`config.mk`:
```
export PLATFORM = sky130hd
export DESIGN_NAME = nor_id_probe
export DESIGN_NICKNAME = d
export VERILOG_FILES = /design/src/rtl/nor_probe_pkg.sv /design/src/rtl/nor_bus_engine.sv /design/src/rtl/nor_id_match.sv /design/src/rtl/nor_probe_seq.sv /design/src/rtl/nor_id_probe.sv
export SDC_FILE = /design/constraint.sdc
export NUM_CORES = 1
export LEC_CHECK = 0
export BUFFER_PORTS_ARGS = -buffer_cell sky130_fd_sc_hd__buf_2
export CORE_UTILIZATION = 30
export CTS_CLUSTER_DIAMETER = 50
export DETAILED_ROUTE_END_ITERATION = 10
export PLACE_DENSITY_LB_ADDON = 0.1
export SLEW_MARGIN = 40
export SYNTH_ARGS = -nofsm -noshare
export SYNTH_HDL_FRONTEND = slang
export SYNTH_HIERARCHICAL = 1
export SYNTH_SLANG_ARGS = --single-unit
```
`constraint.sdc`:
```
create_clock -name clk_i -period 5.8 [get_ports clk_i]
set_clock_uncertainty 0.05 [all_clocks]
set_input_delay 0 -clock clk_i [delete_from_list [all_inputs] [get_ports clk_i]]
set_output_delay 0 -clock clk_i [all_outputs]
set_load 0.05 [all_outputs]
```
`src/rtl/nor_probe_pkg.sv`:
```
package nor_probe_pkg;

    localparam int FL_DW = 16;

    localparam logic [15:0] WADDR_CYC_A   = 16'h0555;
    localparam logic [15:0] WADDR_CYC_B   = 16'h02AA;
    localparam logic [15:0] WOFF_MFR      = 16'd0;
    localparam logic [15:0] WOFF_DEV      = 16'd1;
    localparam logic [15:0] WOFF_XA       = 16'd14;
    localparam logic [15:0] WOFF_XB       = 16'd15;

    localparam logic [FL_DW-1:0] CMD_UNLOCK_A  = 16'h00AA;
    localparam logic [FL_DW-1:0] CMD_UNLOCK_B  = 16'h0055;
    localparam logic [FL_DW-1:0] CMD_AUTOSEL   = 16'h0090;
    localparam logic [FL_DW-1:0] CMD_RST_AMD   = 16'h00F0;
    localparam logic [FL_DW-1:0] CMD_RST_INTEL = 16'h00FF;

    typedef enum logic [1:0] {
        VND_NONE  = 2'd0,
        VND_AMD   = 2'd1,
        VND_INTEL = 2'd2
    } vendor_e;

    typedef enum logic [1:0] {
        BUS_IDLE,
        BUS_ACT,
        BUS_REC
    } bus_st_e;

    typedef enum logic [2:0] {
        SQ_IDLE,
        SQ_CMD,
        SQ_WAIT,
        SQ_MFR,
        SQ_DEV,
        SQ_XA,
        SQ_XB,
        SQ_RST
    } seq_st_e;

endpackage

```
`src/rtl/nor_bus_engine.sv`:
```
module nor_bus_engine
    import nor_probe_pkg::*;
#(
    parameter int AW        = 20,
    parameter int WR_PULSE  = 4,
    parameter int RD_ACCESS = 8,
    parameter int RECOVER   = 2
) (
    input  logic             clk_i,
    input  logic             rst_ni,
    input  logic             req_i,
    input  logic             wr_i,
    input  logic [AW-1:0]    addr_i,
    input  logic [FL_DW-1:0] wdat_i,
    output logic             ack_o,
    output logic [FL_DW-1:0] rdat_o,
    output logic [AW-1:0]    fl_addr_o,
    output logic [FL_DW-1:0] fl_dq_o,
    output logic             fl_dq_oe_o,
    input  logic [FL_DW-1:0] fl_dq_i,
    output logic             fl_ce_n_o,
    output logic             fl_we_n_o,
    output logic             fl_oe_n_o
);

    localparam int MAXC = (WR_PULSE > RD_ACCESS) ?
                          ((WR_PULSE > RECOVER) ? WR_PULSE : RECOVER) :
                          ((RD_ACCESS > RECOVER) ? RD_ACCESS : RECOVER);
    localparam int CW   = $clog2(MAXC + 1);

    typedef struct packed {
        bus_st_e          st;
        logic [CW-1:0]    cnt;
        logic             wr;
        logic [AW-1:0]    addr;
        logic [FL_DW-1:0] wdat;
        logic [FL_DW-1:0] rdat;
    } eng_t;

    eng_t q, d;
    logic act_last;

    always_comb begin
        d        = q;
        ack_o    = 1'b0;
        act_last = q.wr ? (q.cnt == CW'(WR_PULSE - 1))
                        : (q.cnt == CW'(RD_ACCESS - 1));
        case (q.st)
            BUS_IDLE: begin
                if (req_i) begin
                    d.st   = BUS_ACT;
                    d.cnt  = '0;
                    d.wr   = wr_i;
                    d.addr = addr_i;
                    d.wdat = wdat_i;
                end
            end
            BUS_ACT: begin
                if (act_last) begin
                    d.st  = BUS_REC;
                    d.cnt = '0;
                    if (!q.wr) begin
                        d.rdat = fl_dq_i;
                    end
                end else begin
                    d.cnt = q.cnt + 1'b1;
                end
            end
            BUS_REC: begin
                if (q.cnt == CW'(RECOVER - 1)) begin
                    ack_o = 1'b1;
                    d.st  = BUS_IDLE;
                    d.cnt = '0;
                end else begin
                    d.cnt = q.cnt + 1'b1;
                end
            end
            default: d.st = BUS_IDLE;
        endcase
    end

    always_ff @(posedge clk_i or negedge rst_ni) begin
        if (!rst_ni) begin
            q <= '{st: BUS_IDLE, cnt: '0, wr: 1'b0, addr: '0, wdat: '0, rdat: '0};
        end else begin
            q <= d;
        end
    end

    assign rdat_o     = q.rdat;
    assign fl_addr_o  = q.addr;
    assign fl_dq_o    = q.wdat;
    assign fl_dq_oe_o = (q.st != BUS_IDLE) && q.wr;
    assign fl_ce_n_o  = (q.st != BUS_ACT);
    assign fl_we_n_o  = !((q.st == BUS_ACT) && q.wr);
    assign fl_oe_n_o  = !((q.st == BUS_ACT) && !q.wr);

endmodule

```
`src/rtl/nor_id_match.sv`:
```
module nor_id_match
    import nor_probe_pkg::*;
#(
    parameter logic [FL_DW-1:0] MFR_AMD    = 16'h0001,
    parameter logic [FL_DW-1:0] MFR_INTEL  = 16'h0089,
    parameter logic [FL_DW-1:0] DEV_MIRROR = 16'h227E,
    parameter logic [FL_DW-1:0] EXT_A      = 16'h2210,
    parameter logic [FL_DW-1:0] EXT_B      = 16'h2201
) (
    input  logic [FL_DW-1:0] rd_i,
    output vendor_e          rd_class_o,
    output logic             rd_mirror_o,
    output logic             rd_ext_a_o,
    output logic             rd_ext_b_o
);

    always_comb begin
        if (rd_i == MFR_AMD) begin
            rd_class_o = VND_AMD;
        end else if (rd_i == MFR_INTEL) begin
            rd_class_o = VND_INTEL;
        end else begin
            rd_class_o = VND_NONE;
        end
        rd_mirror_o = (rd_i == DEV_MIRROR);
        rd_ext_a_o  = (rd_i == EXT_A);
        rd_ext_b_o  = (rd_i == EXT_B);
    end

endmodule

```
`src/rtl/nor_probe_seq.sv`:
```
module nor_probe_seq
    import nor_probe_pkg::*;
#(
    parameter int                AW            = 20,
    parameter int                SETTLE_CYC    = 10000,
    parameter int                SECT_W        = 16,
    parameter int                SIZE_W        = 32,
    parameter logic [SECT_W-1:0] KNOWN_SECTORS = 128,
    parameter logic [SIZE_W-1:0] KNOWN_BYTES   = 32'h0080_0000
) (
    input  logic              clk_i,
    input  logic              rst_ni,
    input  logic              start_i,
    output logic              req_o,
    output logic              wr_o,
    output logic [AW-1:0]     addr_o,
    output logic [FL_DW-1:0]  wdat_o,
    input  logic              ack_i,
    input  logic [FL_DW-1:0]  rdat_i,
    input  vendor_e           rd_class_i,
    input  logic              rd_mirror_i,
    input  logic              rd_ext_a_i,
    input  logic              rd_ext_b_i,
    output logic              done_o,
    output vendor_e           vendor_o,
    output logic [FL_DW-1:0]  mfr_id_o,
    output logic [FL_DW-1:0]  dev_id_o,
    output logic [SECT_W-1:0] sectors_o,
    output logic [SIZE_W-1:0] size_o
);

    localparam int WCW = $clog2(SETTLE_CYC + 1);

    typedef struct packed {
        seq_st_e           st;
        logic [1:0]        step;
        logic [WCW-1:0]    wcnt;
        logic              pend;
        vendor_e           cls;
        logic              xa_ok;
        logic              known;
        logic [FL_DW-1:0]  mfr;
        logic [FL_DW-1:0]  dev;
        logic              done;
        vendor_e           res_vnd;
        logic [FL_DW-1:0]  res_mfr;
        logic [FL_DW-1:0]  res_dev;
        logic [SECT_W-1:0] res_sect;
        logic [SIZE_W-1:0] res_size;
    } seq_t;

    seq_t q, d;
    logic on_bus;

    always_comb begin
        d      = q;
        d.done = 1'b0;
        wr_o   = 1'b0;
        addr_o = '0;
        wdat_o = '0;
        on_bus = 1'b0;
        case (q.st)
            SQ_IDLE: begin
                if (start_i) begin
                    d.st    = SQ_CMD;
                    d.step  = 2'd0;
                    d.pend  = 1'b0;
                    d.cls   = VND_NONE;
                    d.xa_ok = 1'b0;
                    d.known = 1'b0;
                    d.mfr   = '0;
                    d.dev   = '0;
                end
            end
            SQ_CMD: begin
                on_bus = 1'b1;
                wr_o   = 1'b1;
                case (q.step)
                    2'd0: begin
                        addr_o = AW'(WADDR_CYC_A);
                        wdat_o = CMD_UNLOCK_A;
                    end
                    2'd1: begin
                        addr_o = AW'(WADDR_CYC_B);
                        wdat_o = CMD_UNLOCK_B;
                    end
                    default: begin
                        addr_o = AW'(WADDR_CYC_A);
                        wdat_o = CMD_AUTOSEL;
                    end
                endcase
                if (ack_i) begin
                    if (q.step == 2'd2) begin
                        d.st   = SQ_WAIT;
                        d.wcnt = '0;
                    end else begin
                        d.step = q.step + 2'd1;
                    end
                end
            end
            SQ_WAIT: begin
                if (q.wcnt == WCW'(SETTLE_CYC - 1)) begin
                    d.st = SQ_MFR;
                end else begin
                    d.wcnt = q.wcnt + 1'b1;
                end
            end
            SQ_MFR: begin
                on_bus = 1'b1;
                addr_o = AW'(WOFF_MFR);
                if (ack_i) begin
                    d.mfr = rdat_i;
                    d.cls = rd_class_i;
                    d.st  = (rd_class_i == VND_NONE) ? SQ_RST : SQ_DEV;
                end
            end
            SQ_DEV: begin
                on_bus = 1'b1;
                addr_o = AW'(WOFF_DEV);
                if (ack_i) begin
                    d.dev = rdat_i;
                    d.st  = rd_mirror_i ? SQ_XA : SQ_RST;
                end
            end
            SQ_XA: begin
                on_bus = 1'b1;
                addr_o = AW'(WOFF_XA);
                if (ack_i) begin
                    d.xa_ok = rd_ext_a_i;
                    d.st    = SQ_XB;
                end
            end
            SQ_XB: begin
                on_bus = 1'b1;
                addr_o = AW'(WOFF_XB);
                if (ack_i) begin
                    d.known = q.xa_ok && rd_ext_b_i;
                    d.st    = SQ_RST;
                end
            end
            SQ_RST: begin
                on_bus = 1'b1;
                wr_o   = 1'b1;
                addr_o = AW'(WOFF_MFR);
                wdat_o = (q.cls == VND_INTEL) ? CMD_RST_INTEL : CMD_RST_AMD;
                if (ack_i) begin
                    d.st       = SQ_IDLE;
                    d.done     = 1'b1;
                    d.res_vnd  = q.known ? q.cls : VND_NONE;
                    d.res_mfr  = q.mfr;
                    d.res_dev  = q.dev;
                    d.res_sect = q.known ? KNOWN_SECTORS : '0;
                    d.res_size = q.known ? KNOWN_BYTES : '0;
                end
            end
            default: d.st = SQ_IDLE;
        endcase

        req_o = on_bus && !q.pend;
        if (req_o) begin
            d.pend = 1'b1;
        end
        if (ack_i) begin
            d.pend = 1'b0;
        end
    end

    always_ff @(posedge clk_i or negedge rst_ni) begin
        if (!rst_ni) begin
            q <= '{st: SQ_IDLE, step: 2'd0, wcnt: '0, pend: 1'b0, cls: VND_NONE,
                   xa_ok: 1'b0, known: 1'b0, mfr: '0, dev: '0, done: 1'b0,
                   res_vnd: VND_NONE, res_mfr: '0, res_dev: '0, res_sect: '0,
                   res_size: '0};
        end else begin
            q <= d;
        end
    end

    assign done_o    = q.done;
    assign vendor_o  = q.res_vnd;
    assign mfr_id_o  = q.res_mfr;
    assign dev_id_o  = q.res_dev;
    assign sectors_o = q.res_sect;
    assign size_o    = q.res_size;

endmodule

```
`src/rtl/nor_id_probe.sv`:
```
module nor_id_probe
    import nor_probe_pkg::*;
#(
    parameter int                AW            = 20,
    parameter int                WR_PULSE      = 4,
    parameter int                RD_ACCESS     = 8,
    parameter int                RECOVER       = 2,
    parameter int                SETTLE_CYC    = 10000,
    parameter logic [15:0]       MFR_AMD       = 16'h0001,
    parameter logic [15:0]       MFR_INTEL     = 16'h0089,
    parameter logic [15:0]       DEV_MIRROR    = 16'h227E,
    parameter logic [15:0]       EXT_A         = 16'h2210,
    parameter logic [15:0]       EXT_B         = 16'h2201,
    parameter int                SECT_W        = 16,
    parameter int                SIZE_W        = 32,
    parameter logic [SECT_W-1:0] KNOWN_SECTORS = 128,
    parameter logic [SIZE_W-1:0] KNOWN_BYTES   = 32'h0080_0000
) (
    input  logic              clk_i,
    input  logic              rst_ni,
    input  logic              start_i,
    output logic [AW-1:0]     fl_addr_o,
    output logic [15:0]       fl_dq_o,
    output logic              fl_dq_oe_o,
    input  logic [15:0]       fl_dq_i,
    output logic              fl_ce_n_o,
    output logic              fl_we_n_o,
    output logic              fl_oe_n_o,
    output logic              done_o,
    output logic [1:0]        vendor_o,
    output logic [15:0]       mfr_id_o,
    output logic [15:0]       dev_id_o,
    output logic [SECT_W-1:0] sectors_o,
    output logic [SIZE_W-1:0] size_o
);

    logic             b_req, b_wr, b_ack;
    logic [AW-1:0]    b_addr;
    logic [FL_DW-1:0] b_wdat, b_rdat;
    vendor_e          rd_class, res_vnd;
    logic             rd_mirror, rd_ext_a, rd_ext_b;

    nor_bus_engine #(
        .AW(AW), .WR_PULSE(WR_PULSE), .RD_ACCESS(RD_ACCESS), .RECOVER(RECOVER)
    ) u_bus (
        .clk_i(clk_i), .rst_ni(rst_ni),
        .req_i(b_req), .wr_i(b_wr), .addr_i(b_addr), .wdat_i(b_wdat),
        .ack_o(b_ack), .rdat_o(b_rdat),
        .fl_addr_o(fl_addr_o), .fl_dq_o(fl_dq_o), .fl_dq_oe_o(fl_dq_oe_o),
        .fl_dq_i(fl_dq_i), .fl_ce_n_o(fl_ce_n_o), .fl_we_n_o(fl_we_n_o),
        .fl_oe_n_o(fl_oe_n_o)
    );

    nor_id_match #(
        .MFR_AMD(MFR_AMD), .MFR_INTEL(MFR_INTEL), .DEV_MIRROR(DEV_MIRROR),
        .EXT_A(EXT_A), .EXT_B(EXT_B)
    ) u_match (
        .rd_i(b_rdat), .rd_class_o(rd_class), .rd_mirror_o(rd_mirror),
        .rd_ext_a_o(rd_ext_a), .rd_ext_b_o(rd_ext_b)
    );

    nor_probe_seq #(
        .AW(AW), .SETTLE_CYC(SETTLE_CYC), .SECT_W(SECT_W), .SIZE_W(SIZE_W),
        .KNOWN_SECTORS(KNOWN_SECTORS), .KNOWN_BYTES(KNOWN_BYTES)
    ) u_seq (
        .clk_i(clk_i), .rst_ni(rst_ni), .start_i(start_i),
        .req_o(b_req), .wr_o(b_wr), .addr_o(b_addr), .wdat_o(b_wdat),
        .ack_i(b_ack), .rdat_i(b_rdat),
        .rd_class_i(rd_class), .rd_mirror_i(rd_mirror),
        .rd_ext_a_i(rd_ext_a), .rd_ext_b_i(rd_ext_b),
        .done_o(done_o), .vendor_o(res_vnd), .mfr_id_o(mfr_id_o),
        .dev_id_o(dev_id_o), .sectors_o(sectors_o), .size_o(size_o)
    );

    assign vendor_o = res_vnd;

endmodule

```
==> reports/metrics.yaml <==
run_status:
  status: "complete, but fails checks"
  violations: "DRC"
die:
  die_area_um2: 27400
  ios: 142
  coreArea_um2: 26100
  start_util_pct: 30.7
  die_w_um: 166
  die_h_um: 166
  rows: 59
logic_synthesis:
  synth.avg_cell_area_um2: 9.88
  yosysTopAreaCellShare_pct: 47.1
  synthCells: 812
  synth_area_leaders: "dfrtp_1 47%, buf_4 15%, nand2_1 9.0%, mux2_2 6.2%, mux2_4 1.9%"
  synth_cell_types: 69
  synth-edff-count: 0
  yosysTopAreaCell: "dfrtp_1"
  yosys_most_used_dff: "dfrtp_1"
  async_reset_ff_share_pct: 100
  ys_seq_area_share_pct: 47.1
  yosys_warnings: 6
  syn-cell-area_um2: 8020
  ys_seq_elements: 151
finish:
  final_cell_mix: "193 x nand2_1, 151 x dfrtp_1, 94 x buf_2, 63 x conb_1, 44 x mux2_2"
  area_growth_pct: 8.07
  layout_commonest_cell: "nand2_1"
  postLayoutCoreUtil_pct: 33.2
  antennaDiodeCount: 0
  drive_above_1_share_pct: 24.8
  fin_nets: 852
  fillers: 2721
placed_design:
  post-dp-hpwl_mm: 11.7
  dp_slack_ns: 3.17
  io_buffers: 95
  place_congestion: 0.775
routing:
  routedWlPerCell_um: 14.5
  first_pass_iters: 8
  drtIter0Drc: 292
  viasPerCell: 4.38
  routed_wl_mm: 17.0
  drc: 33
  via_count: 5129
  final_antenna_net_count: 0
timing:
  fin_crit_sh_pct: 43.7
  worstMarginPinSlew_ns: 0.791
  layout_setup_ws_ns: 3.26
  slew_viol_final: 0
  slew_headroom_pct: 47.3
  whs_ns: 0.291
  rsz0062_at_grt: "false"
  max_freq_mhz: 394
  fin_setup_tns_ns: 0
  setup_viol: 0
  finalCriticalPeriod_ns: 2.54
  final-hold-violation-count: 0
pwr:
  peakVddDrop_uv: 172
  intPower_mw: 1.82
  seqPwrFrac_pct: 44.5
  p_switching_mw: 0.806
  p_per_area_nw_per_um2: 303
  switching_share_pct: 30.7
  p_clk_share_pct: 41.7
  power_mw: 2.63
  leakage_nw: 4.35
  combPwrFrac_pct: 13.7
clock_tree:
  cts_hold_buf: 18
  cts_resized: 0
  ctsRootBufferMaster: "clkbuf_16"
  cts_made_buffers: 17
  clk_pin_slew_worst_paths_ns: 0.06
  cts_tree: "done"
  clock_path_buffers: 2
  clock-sinks: 151
  clk_latency_ns: 0.42
  cts_setup_buffers: 0
  htree_levels: 4
setup_path:
  crit_path_cell_trace: "nor2_1 > and3_1 > nand4_1 > buf_4 > clkinv_2 > nand2_1 > nand2_1"
  slowest_stage: "dfrtp_1"
  critPathMaxStageDelay_ns: 0.51
  critPathCaptureType: "register"
  cp.arrival_ns: 2.79
  cpMostUsedCell: "nand2_1"
  critPathTopFamily: "simple AND/OR/NAND/NOR gates"
  critPathKind: "reg2reg"
  start_kind: "register"
  critical_path_required_ns: 6.06
  crit_buf_inv: 2
  path_max_fanout: 38
global_routing:
  use_met3_pct: 2.47
  use_met1_pct: 18.7
  busiest_layer: "met2"
  grt_util_met2_pct: 19.1
  grt_max_degree: 92
  grt_pass1_vias: 4924
  track_usage_pct: 13.0
  antenna_found_initial: 0
  grt-ovfl-total: 0
  grt_pass1_wl_mm: 27.3
run:
  maxCapViolCount: 0
min_path:
  hold_path.class: "in2reg"
-- per-layer routing --
layer / up-vias / share of wire, %
met2: 161 / 43
met1: 2435 / 50
met3: 17 / 5.0
met5: - / 0
met4: 0 / 1.4
li1: 2516 / -
-- worst register-to-register path, cell delays in order, from the launching register on --
cell and delay (ns):
dfrtp_1 0.51, nor2_1 0.12, and3_1 0.37, nand4_1 0.17, buf_4 0.37, clkinv_2 0.51, nand2_1 0.26, nand2_1 0.06
-- final timing paths --
check,from,end,slack [ns],depth (start not counted)
max reg2reg,u_bus/q[55],u_seq/mfr_id_o[9],3.26,7
max,u_bus/q[55],u_seq/mfr_id_o[9],3.26,7
max in group asynchronous,rst_ni,u_bus/fl_addr_o[2],4.02,5
min reg2reg,u_seq/q[113],u_seq/mfr_id_o[14],0.42,2
min in group asynchronous,rst_ni,u_seq/dev_id_o[6],0.48,3
min,fl_dq_i[9],u_bus/rdat_o[9],0.29,3
-- cell usage after synthesis, drive strengths merged (2+ instances only) --
master	number
nand2	194
buf	174
dfrtp	151
mux2	54
o21ai	48
clkbuf	17
nor2	14
a21oi	12
ha	11
inv	11
nor3	10
nand3	9
a31oi	7
nor3b	7
a21boi	6
and2	6
and3	6
nand4	6
nor2b	6
nor4	6
mux2i	4
a22o	3
a41oi	3
nand2b	3
nand4b	3
o211ai	3
o21a	3
o22ai	3
a21o	2
and3b	2
o32a	2
or2	2
or3	2
or3b	2
xnor2	2
-- flip-flops by register name, summed over array words and instances, names as in the netlist --
name             count
u_seq/q             56
u_bus/fl_addr_o     20
u_seq/sectors_o      1
u_bus/fl_dq_o       16
u_seq/dev_id_o      16
u_seq/done_o         1
u_bus/rdat_o        16
u_seq/mfr_id_o      16
u_bus/q              7
u_seq/vendor_o       2
-- power groups by stage --
stage | Combinational, mW | Sequential (mW) | Clock (mW)
2_1_floorplan | 0.352 | 1.15 | 0
3_3_place_gp | 0.347 | 1.19 | 0
3_5_place_dp | 0.350 | 1.19 | 0
4_1_cts | 0.360 | 1.17 | 1.14
5_1_grt | 0.395 | 1.18 | 1.19
6_report | 0.361 | 1.17 | 1.10
-- logic make-up after synthesis --
kind of cell,share of synthesized area [%]
adder cells (fa/ha/maj),1.72
XOR/XNOR,0.328
other,0.0468
flip-flops,47.1
AO/OA/AOI/OAI,8.07
multiplexers,8.55
buffers and inverters,17.4
AND/OR/NAND/NOR,16.7
-- cell type report --
class	instances	area [um2]	share of cell area (%)
multi-input cells	520	3090	35.7
clock buffers	17	425	4.91
inverters	12	46.3	0.534
flip-flops and latches	151	3780	43.6
repair buffers	120	743	8.58
well taps	335	419	4.84
clock inverters	15	161	1.86
-- per-stage QoR --
step / instances / cell area, um2
after floorplan: 874 / 8250
after global placement: 1118 / 7850
after detailed placement: 1118 / 7850
after CTS: 1168 / 8620
after global routing: 1170 / 8670
final: 1170 / 8670
No activity file was read; power rests on OpenSTA's default activity.
